[config.mk]
export PLATFORM = sky130hd
export DESIGN_NAME = cport_status_ctrl
export DESIGN_NICKNAME = d
export VERILOG_FILES = /design/src/rtl/cport_pkg.sv /design/src/rtl/cport_debounce.sv /design/src/rtl/cport_enable.sv /design/src/rtl/cport_status_ctrl.sv
export SDC_FILE = /design/constraint.sdc
export NUM_CORES = 1
export LEC_CHECK = 0
export CAP_MARGIN = 20
export CORE_MARGIN = 2
export CORE_UTILIZATION = 30
export DETAILED_ROUTE_END_ITERATION = 12
export RECOVER_POWER = 100
export SKIP_CTS_REPAIR_TIMING = 1
export SLEW_MARGIN = 20
export SYNTH_ARGS = -nofsm -noshare
export SYNTH_HDL_FRONTEND = slang
export SYNTH_HIERARCHICAL = 1
export SYNTH_SLANG_ARGS = --single-unit
[constraint.sdc]
create_clock -name clk -period 1.8 [get_ports clk]
set_input_delay 0.36 -clock clk [delete_from_list [all_inputs] [get_ports clk]]
set_output_delay 0.36 -clock clk [all_outputs]
set_load 0.03 [all_outputs]
[src/rtl/cport_pkg.sv]
// Package: cport_pkg
// Shared types of the cable port status controller.
// Assumes nothing beyond a synchronous clock domain.
package cport_pkg;

    // Enables produced for one cable port.
    typedef struct packed {
        logic tx;
        logic rx;
        logic bias;
    } port_en_t;

endpackage

[src/rtl/cport_debounce.sv]
// Module: cport_debounce
// Asymmetric debounce for one port's remote-bias detect bit. A rise is
// accepted only after DEB_CYCLES consecutive high samples. A fall is passed
// through combinationally and clears the stored state at the next edge.
// Assumes raw_det is already synchronous to clk. Power-down discards all
// progress.
module cport_debounce #(
    parameter int DEB_CYCLES = 64
) (
    input  logic clk,
    input  logic rst_n,
    input  logic pd,
    input  logic raw_det,
    output logic conn,
    output logic conn_rise
);

    localparam int CW = $clog2(DEB_CYCLES + 1);
    localparam logic [CW-1:0] LAST = CW'(DEB_CYCLES - 1);

    logic [CW-1:0] cnt_q;
    logic          conn_q;
    logic          rise_q;

    // Count consecutive high samples; latch the connection at the end of the count.
    always_ff @(posedge clk) begin
        if (!rst_n || pd || !raw_det) begin
            cnt_q  <= '0;
            conn_q <= 1'b0;
            rise_q <= 1'b0;
        end else begin
            rise_q <= 1'b0;
            if (!conn_q) begin
                if (cnt_q == LAST) begin
                    conn_q <= 1'b1;
                    rise_q <= 1'b1;
                    cnt_q  <= '0;
                end else begin
                    cnt_q <= cnt_q + 1'b1;
                end
            end
        end
    end

    // A disconnect or power-down masks the stored state immediately.
    always_comb begin
        conn      = conn_q & raw_det & ~pd;
        conn_rise = rise_q & conn;
    end

    // the request never stretches over two cycles.
    p_rise_single_r4: assert property (@(posedge clk) disable iff (!rst_n)
        conn_rise |=> !conn_rise);

    // the request marks the first connected cycle.
    p_rise_first_r4: assert property (@(posedge clk) disable iff (!rst_n)
        conn_rise |-> !$past(conn));

    // a connection is only taken at the end of the count.
    p_full_count_r2: assert property (@(posedge clk) disable iff (!rst_n)
        $rose(conn_q) |-> ($past(cnt_q) == LAST && $past(raw_det)));

    // a low sample leaves no stored connection behind.
    p_drop_clears_r3: assert property (@(posedge clk) disable iff (!rst_n)
        !raw_det |=> !conn_q);

endmodule

[src/rtl/cport_enable.sv]
// Module: cport_enable
// Combines the block-level conditions and one port's status into that
// port's transmitter, receiver and bias enables. Purely combinational.
module cport_enable
    import cport_pkg::*;
(
    input  logic     pd,
    input  logic     xcvr_rst_n,
    input  logic     conn,
    input  logic     tx_inhibit,
    input  logic     rx_inhibit,
    output port_en_t en
);

    // Each enable has its own blocking set; reset does not block the receiver.
    always_comb begin
        en.bias = ~pd & xcvr_rst_n;
        en.tx   = ~pd & xcvr_rst_n & conn & ~tx_inhibit;
        en.rx   = ~pd & conn & ~rx_inhibit;
    end

endmodule

[src/rtl/cport_status_ctrl.sv]
// Module: cport_status_ctrl
// Top of the cable port status controller. Builds one debounce and one
// enable stage per port and derives the global no-cable flag from the raw
// detect bits. Assumes all inputs are synchronous to clk.
module cport_status_ctrl
    import cport_pkg::*;
#(
    parameter int NPORTS     = 3,
    parameter int DEB_CYCLES = 64
) (
    input  logic              clk,
    input  logic              rst_n,
    input  logic              pd,
    input  logic              xcvr_rst_n,
    input  logic [NPORTS-1:0] bias_det,
    input  logic [NPORTS-1:0] tx_inhibit,
    input  logic [NPORTS-1:0] rx_inhibit,
    output logic [NPORTS-1:0] port_conn,
    output logic [NPORTS-1:0] bus_rst_req,
    output logic [NPORTS-1:0] tx_en,
    output logic [NPORTS-1:0] rx_en,
    output logic [NPORTS-1:0] bias_en,
    output logic              cna_all
);

    port_en_t en [NPORTS];

    for (genvar p = 0; p < NPORTS; p++) begin : g_port
        cport_debounce #(
            .DEB_CYCLES(DEB_CYCLES)
        ) i_deb (
            .clk      (clk),
            .rst_n    (rst_n),
            .pd       (pd),
            .raw_det  (bias_det[p]),
            .conn     (port_conn[p]),
            .conn_rise(bus_rst_req[p])
        );

        cport_enable i_en (
            .pd        (pd),
            .xcvr_rst_n(xcvr_rst_n),
            .conn      (port_conn[p]),
            .tx_inhibit(tx_inhibit[p]),
            .rx_inhibit(rx_inhibit[p]),
            .en        (en[p])
        );

        // Unpack the per-port enable bundle onto the output vectors.
        always_comb begin
            tx_en[p]   = en[p].tx;
            rx_en[p]   = en[p].rx;
            bias_en[p] = en[p].bias;
        end
    end

    // The global flag uses the raw detects so it survives power-down.
    always_comb cna_all = ~|bias_det;

    // the global flag never coexists with a connected port.
    p_cna_excl_r1: assert property (@(posedge clk) disable iff (!rst_n)
        cna_all |-> (port_conn == '0));

    // no transmitter runs without its bias source.
    p_tx_has_bias_r7: assert property (@(posedge clk) disable iff (!rst_n)
        (tx_en & ~bias_en) == '0);

    // power-down silences every enable and request.
    p_pd_quiet_r8: assert property (@(posedge clk) disable iff (!rst_n)
        pd |-> ((tx_en | rx_en | bias_en | bus_rst_req) == '0));

    // a transmitting port is a connected port.
    p_tx_needs_conn_r5: assert property (@(posedge clk) disable iff (!rst_n)
        (tx_en & ~port_conn) == '0);

endmodule

### Word level (Yosys, flattened, before mapping)

Cells that the tools add are included.

| operators by class | value |
|---|---|
| add/sub/neg operators | 3 |
| bitwise gates (word level) | 29 |
| equality and inequality tests | 3 |
| multiplexer cells | 9 |
| reductions and logical operators | 13 |

Operators by type and width:

| cell | count |
|---|---|
| bitwise AND 1 bit | 22 |
| adder 7 x 1 -> 7 bit (second input constant) | 3 |
| == test 7 x 6 -> 1 bit (second input constant) | 3 |
| 2-to-1 mux 7 bit | 3 |
| NOT 1 bit | 7 |
| 2-to-1 mux 1 bit | 6 |
| OR reduction 2 bit | 3 |
| zero test 1 bit | 5 |
| logical OR 1 bit | 4 |
| OR reduction 3 bit | 1 |

| word-level totals | value |
|---|---|
| flip-flop bits (word level) | 27 |

### Longest topological paths before layout

Gate-level depths: netlist of the first run.

| logic depth | value |
|---|---|
| word-level depth | 4 |
| depth in mapped cells | 4 |

### By module

The synthesis of the first run kept the hierarchy.

Modules (own cells, without submodules):

| module | sequential area each (um2) | cells an instance | area an instance (um2) | instances |
|---|---|---|---|---|
| cport_debounce | 180.2 | 47 | 432.9 | 3 |
| cport_enable | 0.0 | 3 | 28.8 | 3 |
| cport_status_ctrl | 0.0 | 1 | 10.0 | 1 |

### Worst setup path after synthesis of the first run

OpenSTA, ideal clock, no wires.

| timing | value |
|---|---|
| path type | input-to-output |
| start | input port bias_det[0] |
| end | output port rx_en[0] |
| path buffers | 0 |
| stages | 3 |
| setup slack | -0.240 ns |
| data arrival time | 1.680 ns |
| cells stage by stage | nor2b_1 and2_1 nor3b_1 |

| between the ends | value |
|---|---|
| word-level cells in the longest chain between the ends | 4 |

Ends and longest elaborated chain:

| item | RTL line | source |
|---|---|---|
| start: declaration | cport_status_ctrl.sv:15 | `input logic [NPORTS-1:0] bias_det,` |
| bitwise AND 1 bit (2 in series) | cport_debounce.sv:47 | `conn = conn_q & raw_det & ~pd;` |
| named net port_conn[0] | cport_status_ctrl.sv:18 | `output logic [NPORTS-1:0] port_conn,` |
| bitwise AND 1 bit (2 in series) | cport_enable.sv:19 | `en.rx = ~pd & conn & ~rx_inhibit;` |
| end: declaration | cport_status_ctrl.sv:21 | `output logic [NPORTS-1:0] rx_en,` |

The timed path passes the listed nets, and every way through them passes these cells.

### Worst setup path after layout of the first run

| timing | value |
|---|---|
| start | input port pd |
| end | output port tx_en[2] |

| between the ends | value |
|---|---|
| word-level cells in the longest chain between the ends | 4 |
| elaborated cells on any way between the ends | 5 |
| classes of those cells | bitwise: 5 |

Ends and longest elaborated chain:

| item | RTL line | source |
|---|---|---|
| start: declaration | cport_status_ctrl.sv:13 | `input logic pd,` |
| NOT 1 bit (*) | cport_debounce.sv:47, cport_enable.sv:18 |  |
| bitwise AND 1 bit (on tied branches) | cport_enable.sv:18, cport_debounce.sv:47 |  |
| bitwise AND 1 bit (*) (2 in series) | cport_enable.sv:18 | `en.tx = ~pd & xcvr_rst_n & conn & ~tx_inhibit;` |
| end: declaration | cport_status_ctrl.sv:20 | `output logic [NPORTS-1:0] tx_en,` |

Every way passes the cells marked *; elsewhere a longest branch is shown, timed or not.

==> results of run 1 <==
stage by stage:
step           std cells  area, um2
4_1_cts              242       1820
5_1_grt              243       1860
2_1_floorplan        151       1410
6_report             243       1860
3_3_place_gp         238       1780
3_5_place_dp         238       1780
power by group:
| part | switching [uW] | internal (uW) | total (uW) | leakage, uW |
|---|---|---|---|---|
| Sequential | 5.13 | 600 | 605 | 0.000219 |
| Clock | 184 | 155 | 339 | 0.0000255 |
| Combinational | 42.9 | 50.2 | 93.1 | 0.000567 |
registers in the layout, indices dropped and copies added (netlist names):
signal	flops
g_port.i_deb/conn_q	3
g_port.i_deb/rise_q	3
g_port.i_deb/cnt_q	21
critical path: stages:
cell            delay, ns
dlymetal6s2s_1       0.31
clkbuf_2             0.27
and4bb_2             0.24
buf_4                0.16
logic make-up (layout without fill, tap and decap cells):
group	count (synthesis)	after routing	synth area share
AOI/OAI and AO/OA	30	30	0.137
xor gates and xnor gates	6	6	0.0377
adders and majority gates	3	3	0.0269
buffers and inverters	3	43	0.0108
DFF	27	27	0.387
and+or+nand+nor	82	82	0.400
routing by layer:
layer	vias to the layer above	GRT usage	share of wire
li1	626	-	-
met1	567	0.179	0.47
met2	30	0.216	0.48
met3	4	0.0153	0.040
met4	0	0.0692	0.015
met5	-	0	0
final cells by class:
class,count,area (um2)
fillers,435,2560
multi-input cells,121,885
flip-flops and latches,27,544
repair buffers,39,315
well taps,52,65.1
clock buffers,3,41.3
clock inverters,1,5.00
cells in the final DEF (no fill, tap or decap), types with 4 or more instances in the layout:
master	netlist	layout
a21oi_1	12	12
nor3_1	6	6
dfxtp_1	27	24
nor2b_1	12	9
dlymetal6s2s_1	0	4
buf_4	0	13
o21ai_0	9	9
clkbuf_2	0	8
nor2_1	9	9
nand2_1	15	15
clkdlybuf4s50_1	0	7
worst max-delay path by stage:
stage                     start        to  cells after the start
global placement    bias_det[2]  rx_en[2]                      5
global route                 pd  tx_en[2]                      4
floorplan           bias_det[0]  rx_en[0]                      3
finish                       pd  tx_en[2]                      4
CTS                 bias_det[2]  rx_en[2]                      5
detailed placement  bias_det[2]  rx_en[2]                      5
==> metrics, run 1 <==
status finished, final reports clean; power density relative to cell area 559 nW/um2; Total Die Area 5210 um2; synth warn 6; hold endpoint g_port[2].i_deb/cnt_q[6]$_SDFFE_PP0N_; Synth top area share 0.387; worst min-delay path startpoint g_port[2].i_deb/cnt_q[6]$_SDFFE_PP0N_; Total Nets Final about 210; worst flop-to-flop path endpoint g_port[0].i_deb/rise_q$_SDFF_PP0_; largest area contributor in the netlist dfxtp_1; Worst R2R Setup Slack 0.36 ns; slack of the critical path 0.103 ns; Setup crit start kind primary input; count of antenna-violating nets left after detailed routing 0; ratio of routed vias to standard cells roughly 5; Final Setup Violations 0; fraction of synthesis flops using an asynchronous set or reset pin 0; source-to-sink clock delay at the later pin of the worst-skew pair roughly 0.27 ns; fraction of the yosys area taken by sequential cells 0.387; maximum count of clock buffers along a single path 2; cell area after synthesis 1400 um2; Syn Area/Cell between 9 and 10 um2; number of DRC markers after the initial detailed-route iteration 40; die extent in x 72.2 um; Final Power 1040 uW; initial antenna violation count 0; Post-Route Setup TNS 0 ns; most used standard cell by instance count after synthesis dfxtp_1; number of nets produced by synthesis 167; required time of the critical path 1.44 ns; final hold violation count 0; flip-flop and latch count after synthesis 27; Clock transition at path regs about 0.090 ns; core region area 4410 um2; worst relative slew slack 0.739; GRT Residual Overflow 0; number of cells traversed by the worst hold path 1; number of DRC violations after detailed routing 0; area growth from synthesis to final layout 33.0%; maximum clock skew at final layout a little under 0.003 ns; WP data arrival 1.34 ns; H-tree depth 1; wire length of the first global-routing pass 5630 um; slew of the pin with the lowest slew margin 0.393 ns; leading cell types by total area after synthesis dfxtp_1 39%, nor2b_1 5.4%, nand4b_4 5.1%; minimum clock period after layout roughly 1.7 ns; via count of the first global-routing pass 1232; count of pins over their slew limit 0; global-route total usage across every layer 0.135; routed wire length per instance 13.2 um; library cell used as clock root buffer clkbuf_8; share of layout cells above drive strength 1 0.304; drt pass-1 iters 4; antenna diode count 0; initial core utilization 0.316; y dimension of the die 72.2 um; most common library cells after synthesis 27 x dfxtp_1, 15 x nand2_1, 12 x a21oi_1, 12 x nor2b_1; TritonCTS clock tree built; Tightest Hold Check Type reg -> reg; number of enable-type register cells in the synthesized netlist 0; total length of routed wires 3210 um; Sinks on Clock Net 27; number of violations of the max-capacitance limit 0; instance count of the mapped netlist 151; via count 1227; crit end category primary output; maximum ir drop on the vdd rail 0.000322 V; main flop type after synthesis dfxtp_1; post-route clock period utilization 0.943; clock buffers created by TritonCTS 3; distinct cell type count after synthesis 27; largest fanout on the critical path 8; pre-CTS WS -0.239 ns; number of placement rows 24; Crit Path Category in -> out; P_leak 0.000812 uW; Fmax 589 MHz; RSZ-0062 raised after global routing false; Final Wtd Congestion around 0.85; Port-buffer cells 28; I/O pins 29; Min Hold Slack 0.517 ns; HPWL after detailed placement 2480 um; launching point of the worst reg2reg path g_port[0].i_deb/cnt_q[0]$_SDFFE_PP0N_; largest net degree at the start of global routing 16; final cell utilization of the core 0.420; Worst R2R Path Depth 4
(Power assumes the default switching activity.)
==> run 2, diff against run 1 <==
--- a/config.mk
+++ b/config.mk
@@ -9,6 +9,7 @@
 export CORE_MARGIN = 2
 export CORE_UTILIZATION = 30
 export DETAILED_ROUTE_END_ITERATION = 12
+export GPL_ROUTABILITY_DRIVEN = 0
 export RECOVER_POWER = 100
 export SKIP_CTS_REPAIR_TIMING = 1
 export SLEW_MARGIN = 20
==> results of run 2 <==
Final layout, timing and power as in run 1 (identical DEF).
